<file path="config.mk">
export PLATFORM = sky130hd
export DESIGN_NAME = sg_dma_engine
export DESIGN_NICKNAME = d
export VERILOG_FILES = /design/src/rtl/sg_dma_pkg.sv /design/src/rtl/sg_backoff.sv /design/src/rtl/sg_desc_decode.sv /design/src/rtl/sg_word_cnt.sv /design/src/rtl/sg_dma_engine.sv
export SDC_FILE = /design/constraint.sdc
export NUM_CORES = 1
export LEC_CHECK = 0
export BUFFER_PORTS_ARGS = -buffer_cell sky130_fd_sc_hd__buf_2
export CORE_AREA = 5 5 129 131
export DETAILED_ROUTE_END_ITERATION = 10
export DIE_AREA = 0 0 134 136
export PLACE_DENSITY_LB_ADDON = 0.05
export SYNTH_ARGS = -nofsm -noshare
export SYNTH_HDL_FRONTEND = slang
export SYNTH_SLANG_ARGS = --single-unit
</file>
<file path="constraint.sdc">
create_clock -name clk_i -period 4.65 [get_ports clk_i]
set_clock_uncertainty 0.05 [all_clocks]
set_input_delay 0.6975 -clock clk_i [delete_from_list [all_inputs] [get_ports clk_i]]
set_output_delay 0.6975 -clock clk_i [all_outputs]
set_load 0.1 [all_outputs]
</file>
<file path="src/rtl/sg_dma_pkg.sv">
package sg_dma_pkg;
  typedef enum logic [2:0] {
    ST_IDLE,
    ST_ARMED,
    ST_FETCH0,
    ST_FETCH1,
    ST_MOVE
  } sg_state_e;

  localparam int DESC_STEP  = 8;
  localparam int WORD_BYTES = 4;
  localparam int EOT_BIT    = 31;
  localparam int DW         = 32;
endpackage

</file>
<file path="src/rtl/sg_backoff.sv">
module sg_backoff #(
  parameter int BACKOFF = 4
) (
  input  logic clk_i,
  input  logic rst_ni,
  input  logic trig_i,
  output logic hold_o
);
  localparam int CW = $clog2(BACKOFF + 1);

  logic [CW-1:0] cnt_q;

  always_ff @(posedge clk_i or negedge rst_ni) begin
    if (!rst_ni)              cnt_q <= '0;
    else if (trig_i)          cnt_q <= CW'(BACKOFF);
    else if (cnt_q != '0)     cnt_q <= cnt_q - CW'(1);
  end

  assign hold_o = (cnt_q != '0);

  AST_BACKOFF_HOLD: assert property (@(posedge clk_i) disable iff (!rst_ni)
    trig_i |=> hold_o);
endmodule

</file>
<file path="src/rtl/sg_desc_decode.sv">
module sg_desc_decode #(
  parameter int LEN_W   = 18,
  parameter int SECT_LG = 9,
  parameter int NSEC_W  = 8
) (
  input  logic [15:0]       cnt_i,
  input  logic [LEN_W-1:0]  rem_i,
  output logic [NSEC_W-1:0] nsec_o,
  output logic              fits_o
);
  localparam int CMPW = LEN_W + 18;

  logic [16:0]     bytes_w;
  logic [16:0]     rnd_w;
  logic [CMPW-1:0] need_w;

  always_comb begin
    bytes_w = (cnt_i == 16'd0) ? 17'h10000 : {1'b0, cnt_i};
    rnd_w   = bytes_w + 17'((1 << SECT_LG) - 1);   // round up to whole sectors
    nsec_o  = NSEC_W'(rnd_w >> SECT_LG);
    need_w  = CMPW'(nsec_o) << SECT_LG;
    fits_o  = (need_w <= CMPW'(rem_i));
  end
endmodule

</file>
<file path="src/rtl/sg_word_cnt.sv">
module sg_word_cnt #(
  parameter int WPS_LG = 7
) (
  input  logic clk_i,
  input  logic rst_ni,
  input  logic clr_i,
  input  logic step_i,
  output logic last_o
);
  logic [WPS_LG-1:0] cnt_q;

  always_ff @(posedge clk_i or negedge rst_ni) begin
    if (!rst_ni)     cnt_q <= '0;
    else if (clr_i)  cnt_q <= '0;
    else if (step_i) cnt_q <= cnt_q + WPS_LG'(1);
  end

  assign last_o = &cnt_q;

  AST_CLR_RESTARTS: assert property (@(posedge clk_i) disable iff (!rst_ni)
    clr_i |=> !last_o);
endmodule

</file>
<file path="src/rtl/sg_dma_engine.sv">
module sg_dma_engine
  import sg_dma_pkg::*;
#(
  parameter int AW      = 32,
  parameter int LEN_W   = 18,
  parameter int SECT_LG = 9,
  parameter int SECT_W  = 16,
  parameter int BACKOFF = 4
) (
  input  logic              clk_i,
  input  logic              rst_ni,
  input  logic              arm_i,
  input  logic              dir_to_mem_i,
  input  logic [LEN_W-1:0]  cmd_bytes_i,
  input  logic              start_i,
  input  logic [AW-1:0]     tbl_base_i,
  input  logic              abort_i,
  output logic              mem_req_o,
  output logic              mem_we_o,
  output logic [AW-1:0]     mem_addr_o,
  output logic [31:0]       mem_wdata_o,
  input  logic              mem_gnt_i,
  input  logic              mem_busy_i,
  input  logic [31:0]       mem_rdata_i,
  output logic              dsk_wr_o,
  output logic [31:0]       dsk_wdata_o,
  output logic              dsk_rd_o,
  input  logic [31:0]       dsk_rdata_i,
  output logic [SECT_W-1:0] dsk_sect_o,
  output logic [LEN_W-1:0]  rem_bytes_o,
  output logic              done_o,
  output logic              err_o
);
  localparam int WPS_LG     = SECT_LG - 2;
  localparam int NSEC_W     = 17 - SECT_LG;
  localparam int SECT_BYTES = 1 << SECT_LG;

  sg_state_e         state_q;
  logic              dir_q, eot_q, done_q, err_q;
  logic [LEN_W-1:0]  rem_q;
  logic [SECT_W-1:0] sect_q;
  logic [AW-1:0]     ptr_q, addr_q;
  logic [NSEC_W-1:0] nsec_q, nsec_w;
  logic              fits_w, hold_w, word_last_w, xfer_w, bus_state_w;

  assign bus_state_w = (state_q == ST_FETCH0) || (state_q == ST_FETCH1) || (state_q == ST_MOVE);
  assign mem_req_o   = bus_state_w && !hold_w;
  assign xfer_w      = mem_req_o && mem_gnt_i;
  assign mem_we_o    = (state_q == ST_MOVE) && dir_q;
  assign mem_wdata_o = dsk_rdata_i;
  assign dsk_wdata_o = mem_rdata_i;
  assign dsk_wr_o    = xfer_w && (state_q == ST_MOVE) && !dir_q;
  assign dsk_rd_o    = xfer_w && (state_q == ST_MOVE) && dir_q;

  always_comb begin
    unique case (state_q)
      ST_FETCH0: mem_addr_o = ptr_q;
      ST_FETCH1: mem_addr_o = ptr_q + AW'(WORD_BYTES);
      default:   mem_addr_o = addr_q;
    endcase
  end

  sg_backoff #(.BACKOFF(BACKOFF)) u_backoff (
    .clk_i  (clk_i),
    .rst_ni (rst_ni),
    .trig_i (mem_req_o && mem_busy_i),
    .hold_o (hold_w)
  );

  sg_desc_decode #(.LEN_W(LEN_W), .SECT_LG(SECT_LG), .NSEC_W(NSEC_W)) u_decode (
    .cnt_i  (mem_rdata_i[15:0]),
    .rem_i  (rem_q),
    .nsec_o (nsec_w),
    .fits_o (fits_w)
  );

  sg_word_cnt #(.WPS_LG(WPS_LG)) u_words (
    .clk_i  (clk_i),
    .rst_ni (rst_ni),
    .clr_i  ((state_q == ST_IDLE) && arm_i),
    .step_i (xfer_w && (state_q == ST_MOVE) && !abort_i),
    .last_o (word_last_w)
  );

  always_ff @(posedge clk_i or negedge rst_ni) begin
    if (!rst_ni) begin
      state_q <= ST_IDLE;
      dir_q   <= 1'b0;
      eot_q   <= 1'b0;
      done_q  <= 1'b0;
      err_q   <= 1'b0;
      rem_q   <= '0;
      sect_q  <= '0;
      ptr_q   <= '0;
      addr_q  <= '0;
      nsec_q  <= '0;
    end else begin
      done_q <= 1'b0;
      err_q  <= 1'b0;
      if (abort_i && state_q != ST_IDLE) begin
        state_q <= ST_IDLE;
        err_q   <= 1'b1;
      end else begin
        unique case (state_q)
          ST_IDLE: if (arm_i) begin
            state_q <= ST_ARMED;
            rem_q   <= cmd_bytes_i;
            dir_q   <= dir_to_mem_i;
            sect_q  <= '0;
          end
          ST_ARMED: if (start_i) begin
            ptr_q   <= tbl_base_i;
            state_q <= ST_FETCH0;
          end
          ST_FETCH0: if (xfer_w) begin
            addr_q  <= mem_rdata_i[AW-1:0];
            state_q <= ST_FETCH1;
          end
          ST_FETCH1: if (xfer_w) begin
            ptr_q <= ptr_q + AW'(DESC_STEP);
            if (!fits_w) begin
              err_q   <= 1'b1;
              state_q <= ST_IDLE;
            end else begin
              nsec_q  <= nsec_w;
              eot_q   <= mem_rdata_i[EOT_BIT];
              state_q <= ST_MOVE;
            end
          end
          ST_MOVE: if (xfer_w) begin
            addr_q <= addr_q + AW'(WORD_BYTES);
            if (word_last_w) begin
              rem_q  <= rem_q - LEN_W'(SECT_BYTES);
              sect_q <= sect_q + SECT_W'(1);
              nsec_q <= nsec_q - NSEC_W'(1);
              if (nsec_q == NSEC_W'(1)) begin
                if (eot_q) begin
                  state_q <= ST_IDLE;
                  done_q  <= 1'b1;
                  err_q   <= (rem_q != LEN_W'(SECT_BYTES));
                end else begin
                  state_q <= ST_FETCH0;
                end
              end
            end
          end
          default: state_q <= ST_IDLE;
        endcase
      end
    end
  end

  assign dsk_sect_o  = sect_q;
  assign rem_bytes_o = rem_q;
  assign done_o      = done_q;
  assign err_o       = err_q;

  AST_IDLE_START_IGNORED: assert property (@(posedge clk_i) disable iff (!rst_ni)
    (state_q == ST_IDLE && start_i && !arm_i) |=> !mem_req_o);
  AST_PTR_STEP: assert property (@(posedge clk_i) disable iff (!rst_ni)
    (state_q == ST_FETCH1 && xfer_w && !abort_i) |=> (ptr_q == $past(ptr_q) + AW'(DESC_STEP)));
  AST_REM_NO_RISE: assert property (@(posedge clk_i) disable iff (!rst_ni)
    (state_q != ST_IDLE) |=> (rem_q <= $past(rem_q)));
  AST_OVERRUN_STOPS: assert property (@(posedge clk_i) disable iff (!rst_ni)
    (state_q == ST_FETCH1 && xfer_w && !fits_w && !abort_i) |=> (err_q && !mem_req_o));
  AST_DONE_PULSE: assert property (@(posedge clk_i) disable iff (!rst_ni)
    done_q |=> !done_q);
  AST_DONE_IDLE: assert property (@(posedge clk_i) disable iff (!rst_ni)
    done_q |-> (state_q == ST_IDLE));
  AST_ABORT_ERR: assert property (@(posedge clk_i) disable iff (!rst_ni)
    (abort_i && state_q != ST_IDLE) |=> (err_q && state_q == ST_IDLE));
endmodule

</file>
======== Word level (Yosys, flattened, before mapping) ========
Cells that the tools add are included.
word-level totals
  register bits after elaboration ......... 123
  output and inout port bits .............. 136
  logic and storage cells ................. 126
operators by class
  add/subtract/negate cells ............... 9
  $lt $le $gt $ge ......................... 1
  equality and inequality tests ........... 20
  mux-type cells .......................... 50
  bitwise logic cells ..................... 1
  reductions and logical operators ........ 33
operator list
  kind                                                                        count
  32-bit case mux with 2 select lines                                         3
  32-bit two-way mux                                                          4
  32-bit by 3-bit adder with 32-bit output (second input constant)            2
  18-bit two-way mux                                                          3
  16-bit two-way mux                                                          3
  18-bit case mux with 2 select lines                                         1
  3-bit two-way mux                                                           11
  32-bit by 4-bit adder with 32-bit output (second input constant)            1
  8-bit two-way mux                                                           4
  16-bit case mux with 2 select lines                                         1
  17-bit by 18-bit less-or-equal comparator with 1-bit output                 1
  18-bit by 10-bit inequality test with 1-bit output (second input constant)  1
  18-bit by 10-bit subtractor with 18-bit output (second input constant)      1
  17-bit by 9-bit adder with 17-bit output (second input constant)            1
  17-bit two-way mux                                                          1
  16-bit by 1-bit adder with 16-bit output (second input constant)            1
  16-bit logical NOT                                                          1
  8-bit case mux with 2 select lines                                          1
  3-bit case mux with 5 select lines                                          1
  7-bit two-way mux                                                           2
  7-bit AND reduction                                                         2
  1-bit two-way mux                                                           13
  2-bit inequality test (second input constant)                               6
  3-bit by 2-bit inequality test with 1-bit output (second input constant)    4
  other kinds (23)                                                            45

======== Longest topological paths before layout ========
  depth in word-level cells ............... 9
  mapped depth ............................ 13
  mapped depth without buffers ............ 11

======== Hierarchy ========
Synthesis repeated with hierarchy kept, for this count alone.
unflattened totals
  cells, all modules ...................... 1141
  area, all modules ....................... 8981.1 µm²
by module, submodules not included
  module          times used  cells each  area an instance (µm²)  sequential area each (µm²)
  sg_dma_engine   1           1038        8079.0                  2827.7
  sg_desc_decode  1           56          400.4                   0.0
  sg_word_cnt     1           31          324.1                   175.2
  sg_backoff      1           16          177.7                   75.1

======== Worst setup path before layout ========
Ideal clock, no wire load.
  path type ............................... register to output
  from .................................... register ptr_q[6]
  to ...................................... output mem_addr_o[27]
  arrival ................................. 3.743 ns
  data required time ...................... 3.903 ns
  path slack .............................. 0.159 ns
  stages on the path, launching flop included .. 8
  cell sequence ........................... dfrtp_1 buf_2 nand4_1 nor3_2 and2_1 nand3_1 xor2_1 o21ai_0
on the way
  cells in the longest elaborated chain, start to end .. 2
ends and longest elaborated chain
  what                                      line                  RTL
  start: declaration                        sg_dma_engine.sv:42   logic [AW-1:0] ptr_q, addr_q;
  start signal: assignment                  sg_dma_engine.sv:112  ptr_q <= tbl_base_i;
  start signal: assignment                  sg_dma_engine.sv:120  ptr_q <= ptr_q + AW'(DESC_STEP);
  32-bit by 3-bit adder with 32-bit output  sg_dma_engine.sv:58   ST_FETCH1: mem_addr_o = ptr_q + AW'(WORD_BYTES);
  32-bit case mux with 2 select lines       sg_dma_engine.sv:56   unique case (state_q)
  end: declaration                          sg_dma_engine.sv:20   output logic [AW-1:0] mem_addr_o,
Every way passes these cells.

======== Worst setup path in the final report ========
  from .................................... register ptr_q[14]
  to ...................................... output mem_addr_o[27]
The elaborated chain is that of the path after synthesis.

==> metrics.yaml <==
vias_per_cell: 6.05
io-pin-count: 258
hold_viol_final: 0
layout_common_cells: "buf_2, nand2_1, dfrtp_1"
clk_latency_ps: 420
rr_worst_depth: 7
net-switching-power_uw: 4140
cts_setup_buffers: 0
maxSlewHeadroom_pct: 22.5
hold_buffers: 0
drive_above_1_share_pct: 22.6
cp_slowest_cell: "nor4_2"
global_route.overflow_total: 0
fp-row-count: 46
dp_cells: 1347
p_comb_share_pct: 53.5
crit_chain: "nand4_1 > nor4_2 > and2_1 > nand3_1 > xor2_1 > o21ai_0 > buf_2"
period_share_pct: 83.7
cts_num_sinks: 123
multiInputGateArea_mm2: 0.00463
stdcell_area_mm2: 0.00972
grt_pass1_wl_um: 40200
status: "completed"
dp_hpwl_um: 17800
layout.cells.non_filler: 1379
synth_edf_count: 0
worst_setup_path_start_kind: "register"
drt_wl_total_um: 24900
die-area_mm2: 0.0182
worstHoldPathType: "in -> async"
synth_warnings: 0
fillers: 1444
layout.nets: 1314
place.gp.congestion: 0.904
grt_max_degree: 76
routedWlPerCell_um: 18.0
post_cts_resize_count: 0
pwr-share-clk_pct: 19.1
ir_worst_vdd_uv: 585
ys_ff_latch: 123
avgSynthCellArea_um2: 7.89
port_buffers: 193
ff2ff_setup_slack_ps: 1610
vias: 8343
area_growth_pct: 13.8
die_h_um: 136
fin_setup_tns_ps: 0
startpoint: "ptr_q[14]$_DFFE_PN0P_"
p_sw_share_pct: 57.1
synth_top_area_share_pct: 36.0
setup_violations: 0
internal_power_uw: 3120
grt_pass1_vias: 7779
async_flop_share_pct: 100
tightest_slew_ps: 1160
grt_antenna_before_repair: 0
cts_max_level: 4
firstDrtPassIters: 5
p_leak_uw: 0.00436
fp.coreArea_mm2: 0.0155
crit-reg2reg-capture: "ptr_q[2]$_DFFE_PN0P_"
clkTransAtPathRegs_ps: 60
power_density_mw_per_mm2: 747
syn-cell-area_mm2: 0.00854
drtIter0Drc: 884
seq_power_share_pct: 27.4
regArea_mm2: 0.00308
yosys.cell_types.count: 71
ctsLongestPathBuffers: 2
cts_made_buffers: 17
yosys.area.top_type: "dfrtp_1"
ant_nets: 0
final_common_cell: "buf_2"
end_kind: "output pin"
synthFlopType: "dfrtp_1"
drcViolationCount: 0
criticalPathCategory: "reg -> out"
initial_utilization_pct: 55.2
slowest_delay_ps: 600
root_buffer: "clkbuf_16"
reg2reg_from: "u_backoff.cnt_q[0]$_DFFE_PN0P_"
cp_max_fo: 9
post_dp_cell_area_mm2: 0.00911
worst_ep_arrival_time_ps: 3140
place_ws_ps: 689
syn_inst: 1083
insertedDiodeCount: 0
crit_required_ps: 3900
grtUsageTotal_pct: 27.2
syn-num-nets: 1223
fin_crit_ps: 3890
layout_setup_ws_ps: 759
rsz0062_at_grt: "false"
yosysSeqAreaShare_pct: 36.0
timing.fmax_mhz: 257
final_max_slew_viol_count: 0
drv_cap: 0
die_w_um: 134
synthTopCellsByArea: "dfrtp_1, nand2_1, a21oi_1"
cts_tree: "built"
[worst max path at each step]
stage	to	depth (start not counted)
6_report	mem_addr_o[27]	7
5_1_grt	mem_addr_o[31]	7
4_1_cts	mem_addr_o[31]	7
3_5_place_dp	eot_q$_DFFE_PN0P_	12
3_3_place_gp	eot_q$_DFFE_PN0P_	12
2_1_floorplan	mem_addr_o[27]	7
[cells in the mapped netlist (6+ instances only)]
| library cell | instances |
|---|---|
| buf_2 | 12 |
| xnor2_1 | 31 |
| nor3_1 | 31 |
| o21ai_0 | 88 |
| nand4_1 | 27 |
| clkbuf_1 | 48 |
| xor2_1 | 22 |
| nand3_1 | 51 |
| inv_1 | 25 |
| nor4_1 | 6 |
| buf_4 | 65 |
| nand2_1 | 147 |
| and3_1 | 11 |
| a311oi_1 | 6 |
| o22ai_1 | 25 |
| dfrtp_1 | 123 |
| and2_1 | 9 |
| o22a_1 | 9 |
| a21oi_1 | 106 |
| mux2_2 | 8 |
| nand2b_1 | 6 |
| ha_1 | 18 |
| nor2_1 | 98 |
| or3_1 | 9 |
[per-stage QoR]
stage          hold slack, ps  power (µW)  utilization [%]
2_1_floorplan             352        5220                -
3_3_place_gp              431        5830             58.8
5_1_grt                   406        7630             62.8
4_1_cts                   404        7260             62.8
3_5_place_dp              440        5860             58.8
6_report                  367        7260             62.8
[worst max-delay path, delay by kind of cell, from the launching register on]
| family | cells | cell delay, ps |
|---|---|---|
| AND/OR/NAND/NOR | 4 | 1320 |
| buffers and inverters | 1 | 510 |
| flip-flops | 1 | 490 |
| AO/OA/AOI/OAI | 1 | 260 |
| XOR/XNOR | 1 | 150 |
[logic make-up after synthesis]
logic type | count (synthesis) | synth area share, %
compound gates | 289 | 20.2
simple gates | 432 | 24.3
buf+inv | 157 | 10.0
mux | 11 | 1.41
flops | 123 | 36.0
fa+ha+maj | 18 | 2.64
xor+xnor | 53 | 5.43
[power by group through the flow]
stage / clock network, µW / logic [µW] / registers, µW
6_report: 1380 / 3890 / 1990
5_1_grt: 1450 / 4120 / 2060
4_1_cts: 1400 / 3890 / 1980
3_5_place_dp: 0 / 3870 / 1990
3_3_place_gp: 0 / 3850 / 1980
2_1_floorplan: 0 / 2860 / 2360
[state kept, by name, summed over array words and instances (netlist names)]
register / cells
state_q: 3
ptr_q: 32
eot_q: 1
u_words.cnt_q: 7
err_o: 1
u_backoff.cnt_q: 3
nsec_q: 8
addr_q: 32
dir_q: 1
dsk_sect_o: 16
rem_bytes_o: 18
done_o: 1
[layer usage]
| metal | routed length, µm | vias to the layer above | GRT usage, % |
|---|---|---|---|
| met2 | 11200 | 328 | 40.9 |
| met1 | 11400 | 3992 | 40.1 |
| met3 | 1800 | 39 | 4.81 |
| met4 | 504 | 0 | 8.57 |
| li1 | - | 3984 | - |
| met5 | 0 | - | 0 |
[layout make-up]
class                   instances  area share [%]
clock buffers                  19            4.56
clock inverters                13            1.73
inverters                      25           0.965
multi-input cells             803            47.7
flip-flops and latches        123            31.7
well taps                     192            2.47
repair buffers                204            10.9
Note: power is estimated with default switching activity, not from simulation.
